--- src/rtl/dsp_hw_pkg.sv ---
package dsp_hw_pkg;
  typedef enum logic [1:0] {
    PORT_ADDR = 2'd0,
    PORT_DATA = 2'd1,
    PORT_RSV  = 2'd2,
    PORT_CTRL = 2'd3
  } dsp_port_e;

  localparam logic [7:0] HCMD_RUN_DSP  = 8'h00;
  localparam logic [7:0] HCMD_STOP_DSP = 8'h01;
endpackage

--- src/rtl/dsp_win_addr.sv ---
module dsp_win_addr #(
  parameter int DATA_W      = 16,
  parameter int SEG_W       = 3,
  parameter int HOST_SEG    = 3,
  parameter int ARM_LIMIT_B = 3,
  localparam int OFS_W      = DATA_W - SEG_W
) (
  input  logic              clk,
  input  logic              rst_n,
  input  logic              ld,
  input  logic [DATA_W-1:0] wdata,
  output logic [OFS_W-1:0]  ofs,
  output logic              seg_hit,
  output logic              ofs_low
);
  logic [SEG_W-1:0] seg_q;
  logic [OFS_W:0]   byte_ofs;

  always_ff @(posedge clk) begin
    if (!rst_n) begin
      ofs   <= '0;
      seg_q <= '0;
    end else if (ld) begin
      ofs   <= wdata[OFS_W-1:0];
      seg_q <= wdata[DATA_W-1:OFS_W];
    end
  end

  assign byte_ofs = {ofs, 1'b0};
  assign seg_hit  = (seg_q == SEG_W'(HOST_SEG));
  assign ofs_low  = (byte_ofs < (OFS_W+1)'(ARM_LIMIT_B));
endmodule

--- src/rtl/dsp_win_access.sv ---
module dsp_win_access #(
  parameter int DATA_W = 16,
  parameter int OFS_W  = 13
) (
  input  logic              clk,
  input  logic              rst_n,
  input  logic              rd_req,
  input  logic              wr_req,
  input  logic              hit,
  input  logic [OFS_W-1:0]  ofs,
  input  logic [DATA_W-1:0] wdata,
  output logic              ram_en,
  output logic              ram_we,
  output logic [OFS_W-1:0]  ram_addr,
  output logic [DATA_W-1:0] ram_wdata,
  input  logic [DATA_W-1:0] ram_rdata,
  output logic [DATA_W-1:0] rdata,
  output logic              rvalid
);
  logic hit_q;

  always_ff @(posedge clk) begin
    if (!rst_n) begin
      rvalid <= 1'b0;
      hit_q  <= 1'b0;
    end else begin
      rvalid <= rd_req;
      hit_q  <= hit;
    end
  end

  assign ram_en    = (rd_req || wr_req) && hit;
  assign ram_we    = wr_req && hit;
  assign ram_addr  = ofs;
  assign ram_wdata = wdata;
  assign rdata     = (rvalid && hit_q) ? ram_rdata : '0;
endmodule

--- src/rtl/dsp_run_ctrl.sv ---
module dsp_run_ctrl
  import dsp_hw_pkg::*;
#(
  parameter int DATA_W = 16
) (
  input  logic              clk,
  input  logic              rst_n,
  input  logic              data_wr,
  input  logic              data_arm,
  input  logic              ctrl_wr,
  input  logic [DATA_W-1:0] ctrl_data,
  input  logic              host_wr,
  input  logic [7:0]        host_data,
  output logic              bio,
  output logic              dsp_int,
  output logic              dsp_halt,
  output logic              host_halt
);
  logic exec_q;
  logic ctrl_zero;
  logic release_host;
  logic cmd_run;
  logic cmd_stop;

  assign ctrl_zero    = ctrl_wr && (ctrl_data == '0);
  assign release_host = ctrl_zero && exec_q;
  assign cmd_run      = host_wr && (host_data == HCMD_RUN_DSP);
  assign cmd_stop     = host_wr && (host_data == HCMD_STOP_DSP);

  always_ff @(posedge clk) begin
    if (!rst_n) begin
      exec_q    <= 1'b0;
      bio       <= 1'b0;
      dsp_int   <= 1'b0;
      dsp_halt  <= 1'b1;
      host_halt <= 1'b0;
    end else begin
      if (data_wr)
        exec_q <= data_arm;
      else if (release_host)
        exec_q <= 1'b0;

      if (ctrl_wr && ctrl_data[DATA_W-1])
        bio <= 1'b0;
      else if (ctrl_zero)
        bio <= 1'b1;

      if (cmd_run)
        host_halt <= 1'b1;
      else if (release_host)
        host_halt <= 1'b0;

      if (cmd_run) begin
        dsp_int  <= 1'b1;
        dsp_halt <= 1'b0;
      end else if (cmd_stop) begin
        dsp_int  <= 1'b0;
        dsp_halt <= 1'b1;
      end
    end
  end
endmodule

--- src/rtl/dsp_hostwin_bridge.sv ---
module dsp_hostwin_bridge
  import dsp_hw_pkg::*;
#(
  parameter int DATA_W      = 16,
  parameter int SEG_W       = 3,
  parameter int HOST_SEG    = 3,
  parameter int ARM_LIMIT_B = 3,
  localparam int OFS_W      = DATA_W - SEG_W
) (
  input  logic              clk,
  input  logic              rst_n,
  input  logic              dsp_io_we,
  input  logic              dsp_io_re,
  input  logic [1:0]        dsp_io_port,
  input  logic [DATA_W-1:0] dsp_io_wdata,
  output logic [DATA_W-1:0] dsp_io_rdata,
  output logic              dsp_io_rvalid,
  output logic              dsp_bio,
  output logic              dsp_int,
  output logic              dsp_halt,
  output logic              host_halt,
  input  logic              host_ctl_we,
  input  logic              host_ctl_lo_en,
  input  logic [7:0]        host_ctl_wdata,
  output logic              ram_en,
  output logic              ram_we,
  output logic [OFS_W-1:0]  ram_addr,
  output logic [DATA_W-1:0] ram_wdata,
  input  logic [DATA_W-1:0] ram_rdata
);
  logic             addr_ld, data_wr, data_rd, ctrl_wr, host_wr;
  logic [OFS_W-1:0] ofs;
  logic             seg_hit, ofs_low, data_arm;

  assign addr_ld  = dsp_io_we && (dsp_io_port == PORT_ADDR);
  assign data_wr  = dsp_io_we && (dsp_io_port == PORT_DATA);
  assign data_rd  = dsp_io_re && (dsp_io_port == PORT_DATA);
  assign ctrl_wr  = dsp_io_we && (dsp_io_port == PORT_CTRL);
  assign host_wr  = host_ctl_we && host_ctl_lo_en;
  assign data_arm = seg_hit && ofs_low && (dsp_io_wdata == '0);

  dsp_win_addr #(
    .DATA_W(DATA_W), .SEG_W(SEG_W), .HOST_SEG(HOST_SEG), .ARM_LIMIT_B(ARM_LIMIT_B)
  ) u_addr (
    .clk(clk), .rst_n(rst_n), .ld(addr_ld), .wdata(dsp_io_wdata),
    .ofs(ofs), .seg_hit(seg_hit), .ofs_low(ofs_low)
  );

  dsp_win_access #(.DATA_W(DATA_W), .OFS_W(OFS_W)) u_access (
    .clk(clk), .rst_n(rst_n), .rd_req(data_rd), .wr_req(data_wr),
    .hit(seg_hit), .ofs(ofs), .wdata(dsp_io_wdata),
    .ram_en(ram_en), .ram_we(ram_we), .ram_addr(ram_addr),
    .ram_wdata(ram_wdata), .ram_rdata(ram_rdata),
    .rdata(dsp_io_rdata), .rvalid(dsp_io_rvalid)
  );

  dsp_run_ctrl #(.DATA_W(DATA_W)) u_run (
    .clk(clk), .rst_n(rst_n), .data_wr(data_wr), .data_arm(data_arm),
    .ctrl_wr(ctrl_wr), .ctrl_data(dsp_io_wdata),
    .host_wr(host_wr), .host_data(host_ctl_wdata),
    .bio(dsp_bio), .dsp_int(dsp_int), .dsp_halt(dsp_halt), .host_halt(host_halt)
  );
endmodule

--- config.mk ---
export PLATFORM = sky130hd
export DESIGN_NAME = dsp_hostwin_bridge
export DESIGN_NICKNAME = d
export VERILOG_FILES = /design/src/rtl/dsp_hw_pkg.sv /design/src/rtl/dsp_win_addr.sv /design/src/rtl/dsp_win_access.sv /design/src/rtl/dsp_run_ctrl.sv /design/src/rtl/dsp_hostwin_bridge.sv
export SDC_FILE = /design/constraint.sdc
export NUM_CORES = 1
export LEC_CHECK = 0
export ABC_AREA = 1
export BUFFER_PORTS_ARGS = -buffer_cell sky130_fd_sc_hd__buf_2
export CAP_MARGIN = 10
export CORE_MARGIN = 1
export CORE_UTILIZATION = 38
export DETAILED_ROUTE_END_ITERATION = 16
export HOLD_SLACK_MARGIN = 0.15
export PLACE_DENSITY = 0.81
export SLEW_MARGIN = 20
export SYNTH_ARGS = -nofsm -noshare
export SYNTH_HDL_FRONTEND = slang
export SYNTH_HIERARCHICAL = 1
export SYNTH_SLANG_ARGS = --single-unit
--- constraint.sdc ---
create_clock -name clk -period 1.3 [get_ports clk]
set_clock_uncertainty 0.15 [all_clocks]
set_input_delay 0.13 -clock clk [delete_from_list [all_inputs] [get_ports clk]]
set_output_delay 0.13 -clock clk [all_outputs]
set_load 0.05 [all_outputs]
==> metrics.json, run 1 <==
{
  "regArea": {"value": 475, "unit": "um^2"},
  "synth.area.top_cells": {"value": "dfxtp_1 (31%), buf_4 (15%), nor2_1 (12%), inv_1 (8.8%), nand2_1 (6.8%)"},
  "detailroute.via_count": {"value": 1719},
  "tritoncts": {"value": "yes"},
  "num_rows": {"value": 22},
  "critical-path-top-cell-by-count": {"value": "nand2_4"},
  "height_of_the_die": {"value": 64.8, "unit": "um"},
  "drt-total-wl": {"value": 4360, "unit": "um"},
  "timing.hold.worst.class": {"value": "in2reg"},
  "min_period": {"value": 1.46, "unit": "ns"},
  "drc_violations_left": {"value": 0},
  "first_global_vias": {"value": 1603},
  "placement.setup.worst_slack": {"value": -0.0966, "unit": "ns"},
  "critical_path.startpoint_type": {"value": "flip-flop"},
  "hp-start": {"value": "dsp_io_wdata[15]"},
  "worstHoldPathCells": {"value": 4},
  "post_route_utilization": {"value": 0.644},
  "fin_setup_tns": {"value": -1.07, "unit": "ns"},
  "report.final.setup_viol": {"value": 19},
  "multiInputGateArea": {"value": 792, "unit": "um^2"},
  "timing.fmax": {"value": 0.686, "unit": "GHz"},
  "worstRegToRegCells": {"value": 9},
  "grt_antenna_before_repair": {"value": 0},
  "synth_top_cells_by_count": {"value": "nor2_1 (49), inv_1 (35), buf_4 (29)"},
  "detail-route-antenna-nets": {"value": 0},
  "setup_slack_of_the_critical_path_after_layout": {"value": -0.158, "unit": "ns"},
  "ratio_of_cells_with_drive_above_1_in_the_final_layout": {"value": 0.477},
  "root_buffer": {"value": "clkbuf_8"},
  "grt_max_degree": {"value": 25},
  "cts_inserted_buffers": {"value": 3},
  "start_util": {"value": 0.404},
  "cp_slowest_stage_delay": {"value": 0.33, "unit": "ns"},
  "failed_checks": {"value": "negative setup slack"},
  "hold-path-endpoint": {"value": "u_run/bio"},
  "critPathSlowestCell": {"value": "dfxtp_2"},
  "groute.usage.overall": {"value": 0.213},
  "synth_warnings": {"value": 6},
  "synth_seq_cells": {"value": 23},
  "post-layout-total-power": {"value": 1.74, "unit": "mW"},
  "power_leakage": {"value": 1.23, "unit": "nW"},
  "maxSlewHeadroom": {"value": 0.684},
  "ir_drop": {"value": 0.000457, "unit": "V"},
  "clock_insertion_delay_worst_skew": {"value": 0.27, "unit": "ns"},
  "cp-end-kind": {"value": "output pin"},
  "synth_cell_type_count": {"value": 25},
  "regToRegStartpoint": {"value": "u_addr/ofs[9]"},
  "synth_top_flop_cell": {"value": "dfxtp_1"},
  "arrival": {"value": 1.18, "unit": "ns"},
  "hpwl": {"value": 2800, "unit": "um"},
  "timing.final.max_slew_violations": {"value": 0},
  "num_antenna_cells": {"value": 0},
  "drt_first_pass_iters": {"value": 5},
  "worst-endpoint-required": {"value": 1.02, "unit": "ns"},
  "yosys.area.top_type": {"value": "dfxtp_1"},
  "num-nets-final": {"value": 372},
  "crit_type": {"value": "reg2out"},
  "clkSlewWorstSetupHoldPaths": {"value": 0.09, "unit": "ns"},
  "synth_most_common_cell": {"value": "nor2_1"},
  "final_layout_fill_cell_count": {"value": 347},
  "top_level_ports": {"value": 100},
  "syn_nets": {"value": 274},
  "maxCapViolations": {"value": 0},
  "synth.cell_area": {"value": 1500, "unit": "um^2"},
  "ffs_w_async_s_r_synth": {"value": 0},
  "syn_to_final_growth": {"value": 59.6, "unit": "%"},
  "drt-initial-drc-count": {"value": 99},
  "cp_cell_sequence": {"value": "nand2_1 -> nor2_1 -> buf_4 -> nand2_4 -> nand2_4 -> buf_8"},
  "critical_path.max_fanout": {"value": 3},
  "worst_pin_slew": {"value": 0.470, "unit": "ns"},
  "yosysSeqAreaShare": {"value": 0.307},
  "r2r_end": {"value": "u_run/exec_q"},
  "gpl.final_weighted_congestion": {"value": 0.775},
  "cts_buffer_depth": {"value": 2},
  "min_period_over_period": {"value": 1.12},
  "grt_pass1_wl": {"value": 6980, "unit": "um"},
  "synthesis.instances": {"value": 226},
  "postSynthAreaPerCell": {"value": 6.64, "unit": "um^2"},
  "wl_per_cell": {"value": 11.7, "unit": "um"},
  "outcome": {"value": "complete, but fails checks"},
  "cts_sinks": {"value": 23},
  "grt-ovfl-total": {"value": 0},
  "finalHoldViolations": {"value": 0},
  "fraction_of_post_synthesis_cell_area_in_the_top_cell_type_by_area": {"value": 0.307},
  "avg_vias_per_cell": {"value": 4.63},
  "buffer_ports.inserted": {"value": 99},
  "dieArea": {"value": 4200, "unit": "um^2"},
  "ff2ff_setup_slack": {"value": -0.02, "unit": "ns"},
  "synth_enable_flop_cells": {"value": 0},
  "rsz0062_at_grt": {"value": "yes"},
  "total_power_density_per_cell_area": {"value": 725, "unit": "nW/um^2"},
  "placed_cell_area": {"value": 1910, "unit": "um^2"},
  "die_w": {"value": 64.8, "unit": "um"},
  "cts-htree-levels": {"value": 1},
  "design.core.area": {"value": 3720, "unit": "um^2"},
  "postLayoutCellArea": {"value": 2390, "unit": "um^2"}
}
-- worst max path at each step --
stage                               start                to  slack, ns  cells past startpoint
after CTS                 u_addr/seg_q[0]            ram_en      -0.15                      6
after global placement     dsp_io_port[1]   u_run/host_halt       0.01                      7
final                     u_addr/seg_q[1]            ram_en      -0.16                      6
after detailed placement   dsp_io_port[1]      u_run/exec_q       -0.1                      7
after floorplan           u_access/rvalid  dsp_io_rdata[10]      0.004                      3
after global routing      u_addr/seg_q[1]            ram_we      -0.22                      6
-- cell type report --
cell class / count / share of cell area
timing repair buffer: 125 / 0.369
clock buffer: 4 / 0.0188
sequential: 23 / 0.199
inverter: 37 / 0.0580
tap: 48 / 0.0251
multi-input combinational: 134 / 0.331
-- layout by cell type (no fill, tap or decap), types with 2 or more instances in the layout --
cell type / Yosys / routed
a21oi_1: 10 / 10
buf_2: 0 / 79
buf_4: 29 / 7
buf_6: 4 / 12
buf_8: 0 / 6
clkbuf_8: 0 / 3
dfxtp_1: 23 / 15
dfxtp_2: 0 / 6
dfxtp_4: 0 / 2
dlygate4sd3_1: 0 / 21
inv_1: 35 / 30
inv_2: 1 / 7
nand2_1: 27 / 24
nand2_4: 0 / 2
nand2_8: 0 / 2
nand3_1: 3 / 3
nand4_1: 2 / 2
nor2_1: 49 / 43
nor2_4: 1 / 16
nor3_1: 4 / 3
nor3_2: 2 / 3
o21ai_0: 13 / 12
o21ai_2: 3 / 3
-- power by group --
part,switching (mW),internal (mW)
clock,0.237,0.219
combinational,0.349,0.181
sequential,0.0183,0.731
-- sequential cells by signal, indices dropped and copies added (netlist names) --
register,flops
u_addr/ofs,13
u_addr/seg_q,3
u_access/hit_q,1
u_access/rvalid,1
u_run/bio,1
u_run/dsp_halt,1
u_run/dsp_int,1
u_run/exec_q,1
u_run/host_halt,1
-- metal layers --
| layer | GRT usage | wire [um] | up-vias |
|---|---|---|---|
| li1 | - | - | 857 |
| met4 | 0.0750 | 80 | 0 |
| met3 | 0.0317 | 227 | 11 |
| met2 | 0.391 | 2340 | 74 |
| met5 | 0 | 0 | - |
| met1 | 0.246 | 1710 | 777 |
-- metrics by stage --
stage / hold slack [ns] / std cells
5_1_grt: 0.122 / 371
3_3_place_gp: 0.220 / 346
2_1_floorplan: 0.0642 / 226
4_1_cts: 0.122 / 374
6_report: 0.109 / 371
3_5_place_dp: 0.225 / 346
-- critical path: cells and delay by family, from the launching register on --
family / cells / cell delay [ns]
buffers and inverters: 2 / 0.29
DFF: 1 / 0.33
and+or+nand+nor: 4 / 0.29
-- kinds of logic (layout without fill, tap and decap cells) --
kind of cell	count (synthesis)	after routing	synth area share
DFF	23	23	0.307
buffers and inverters	70	166	0.268
and+or+nand+nor	105	106	0.314
AOI/OAI and AO/OA	28	28	0.111
-- timing repair --
action	CTS	global route
endpoints found under the setup margin	19	22
pin swaps	13	10
hold endpoints to repair	22	4
cloned	1	0
hold buffers	22	2
setup buffers	1	0
resized for setup	60	12
Note: power is estimated with default switching activity, not from simulation.
==> run 2, diff against run 1 <==
==> constraint.sdc (replaced) <==
create_clock -name clk -period 1.3 [get_ports clk]
set_clock_uncertainty 0.15 [all_clocks]
set_input_delay 0 -clock clk [delete_from_list [all_inputs] [get_ports clk]]
set_output_delay 0 -clock clk [all_outputs]
set_load 0.05 [all_outputs]
==> run 2 against run 1 <==
- the run ends with negative hold slack, negative setup slack left
- non-clock buffer count shrank 2
- combinational power is essentially flat
- global-route usage shrank 2.1 points
- register-to-register slack is essentially flat
- clock power shrank 2%
- wire length shrank 5.1%
- clock-buffer cell count shrank 1
- hold slack lost 0.14 ns
- sequential share of layout area shrank 0.086 points
- via count shrank 4.5%
- cell count shrank 0.81%
- fmax grew 11%
- critical path type is now in2reg
==> metrics.json, run 2 (synthesis results as in run 1) <==
{
  "outcome": {"value": "complete, but fails checks"},
  "failed_checks": {"value": "negative hold slack, negative setup slack"},
  "worst-endpoint-required": {"value": 1.31, "unit": "ns"},
  "grt_pass1_wl": {"value": 6220, "unit": "um"},
  "ratio_of_cells_with_drive_above_1_in_the_final_layout": {"value": 0.472},
  "drt-initial-drc-count": {"value": 82},
  "num_rows": {"value": 22},
  "hpwl": {"value": 2720, "unit": "um"},
  "grt_max_degree": {"value": 25},
  "largestRegisters": {"value": "u_addr/ofs x13, u_addr/seg_q x3"},
  "regToRegStartpoint": {"value": "u_addr/ofs[11]"},
  "power_leakage": {"value": 1.23, "unit": "nW"},
  "ir_drop": {"value": 0.000347, "unit": "V"},
  "start_util": {"value": 0.404},
  "worstRegToRegCells": {"value": 9},
  "commonest_non_fill_non_tap_cell_in_the_layout": {"value": "buf_2"},
  "placement.setup.worst_slack": {"value": -0.0377, "unit": "ns"},
  "clock_insertion_delay_worst_skew": {"value": 0.26, "unit": "ns"},
  "grt-ovfl-total": {"value": 0},
  "setup.worst_path.start": {"value": "dsp_io_wdata[1]"},
  "drc_violations_left": {"value": 0},
  "min_period": {"value": 1.31, "unit": "ns"},
  "detail-route-antenna-nets": {"value": 0},
  "fin_worst_hold_slack": {"value": -0.0277, "unit": "ns"},
  "registers.top_by_ff_count": {"value": "u_addr/ofs"},
  "detailroute.via_count": {"value": 1642},
  "groute.usage.overall": {"value": 0.191},
  "tritoncts": {"value": "yes"},
  "first_global_vias": {"value": 1430},
  "drt-total-wl": {"value": 4140, "unit": "um"},
  "critical_path.max_fanout": {"value": 3},
  "grt_antenna_before_repair": {"value": 0},
  "worst_pin_slew": {"value": 0.444, "unit": "ns"},
  "root_buffer": {"value": "clkbuf_8"},
  "maxSlewHeadroom": {"value": 0.704},
  "timing.hold.worst.class": {"value": "in2reg"},
  "cts_buffer_depth": {"value": 2},
  "wl_per_cell": {"value": 11.2, "unit": "um"},
  "timing.final.max_slew_violations": {"value": 0},
  "cp-end-kind": {"value": "flip-flop"},
  "top_level_ports": {"value": 100},
  "layout_common_cells": {"value": "buf_2 (69), nor2_1 (36), inv_1 (30), dlygate4sd3_1 (28), nand2_1 (22)"},
  "worstHoldPathCells": {"value": 4},
  "largest_reg_flops": {"value": 13},
  "maxCapViolations": {"value": 0},
  "cts_inserted_buffers": {"value": 3},
  "dieArea": {"value": 4200, "unit": "um^2"},
  "clkSlewWorstSetupHoldPaths": {"value": 0.09, "unit": "ns"},
  "rsz0062_at_grt": {"value": "yes"},
  "fin_setup_tns": {"value": -0.0413, "unit": "ns"},
  "design.core.area": {"value": 3720, "unit": "um^2"},
  "hp-start": {"value": "dsp_io_port[1]"},
  "arrival": {"value": 1.32, "unit": "ns"},
  "num-nets-final": {"value": 369},
  "total_power_density_per_cell_area": {"value": 731, "unit": "nW/um^2"},
  "crit_type": {"value": "in2reg"},
  "cts-htree-levels": {"value": 1},
  "gpl.final_weighted_congestion": {"value": 0.828},
  "min_period_over_period": {"value": 1.01},
  "syn_to_final_growth": {"value": 57.8, "unit": "%"},
  "cts_sinks": {"value": 23},
  "critical_path.startpoint_type": {"value": "input pin"},
  "timing.fmax": {"value": 0.761, "unit": "GHz"},
  "buffer_ports.inserted": {"value": 99},
  "die_w": {"value": 64.8, "unit": "um"},
  "setup_slack_of_the_critical_path_after_layout": {"value": -0.0149, "unit": "ns"},
  "num_antenna_cells": {"value": 0},
  "report.final.setup_viol": {"value": 4},
  "height_of_the_die": {"value": 64.8, "unit": "um"},
  "avg_vias_per_cell": {"value": 4.46},
  "drt_first_pass_iters": {"value": 4},
  "finalHoldViolations": {"value": 1}
}
run 2: changes by cell type in the layout (fill, tap and decap cells not counted), sizes merged:
cell	before	now
dlymetal6s4s	0	1
dlygate4sd3	21	28
clkbuf	4	3
clkinvlp	0	1
buf	104	94
nand2	29	28
run 2: layout make-up:
type	count	area, um^2
fillers	328	1350
clock buffers	3	41.3
clock inverters	1	7.51
flip-flops and latches	23	468
well taps	48	60.1
inverters	37	139
repair buffers	123	898
multi-input cells	133	753
run 2: path summary, 6_finish.rpt:
| path | end | slack (ns) |
|---|---|---|
| hold reg to reg | u_run/bio | 0.30 |
| hold / removal | u_run/exec_q | -0.03 |
| setup / recovery | u_run/host_halt | -0.01 |
| setup reg to reg | u_run/exec_q | -0.01 |
run 2: where the power goes:
part	leakage (nW)	total (mW)	switching, mW	internal [mW]
logic	1.02	0.532	0.346	0.186
registers	0.190	0.750	0.0160	0.734
clock network	0.0217	0.449	0.233	0.216
total	1.23	1.73	0.595	1.14
run 2: worst max-delay path: stages:
cell	delay, ns
buf_2	0.10
dlygate4sd3_1	0.59
or2_1	0.25
nor2_2	0.11
nand4_1	0.12
nand2_1	0.10
a21oi_1	0.06
run 2: per-stage QoR:
stage	power [mW]	utilization	instance area, um^2	instances
after floorplan	1.13	-	1560	226
after global routing	1.82	0.637	2370	368
after CTS	1.74	0.627	2330	378
after global placement	1.21	0.510	1900	344
after detailed placement	1.22	0.510	1900	344
final	1.73	0.637	2370	368
run 2: layer usage:
| layer | global-route usage | part of all wire | vias up |
|---|---|---|---|
| met5 | 0 | 0 | - |
| met4 | 0.0694 | 0.0082 | 0 |
| met3 | 0.0282 | 0.051 | 2 |
| met2 | 0.355 | 0.57 | 66 |
| met1 | 0.218 | 0.37 | 735 |
| li1 | - | - | 839 |
run 2: repair_timing:
item	CTS	global route
pin swaps	6	17
resized for setup	36	30
hold buffers	29	1
hold endpoints to repair	23	5
buffers inserted	1	2
setup endpoints to repair	19	18
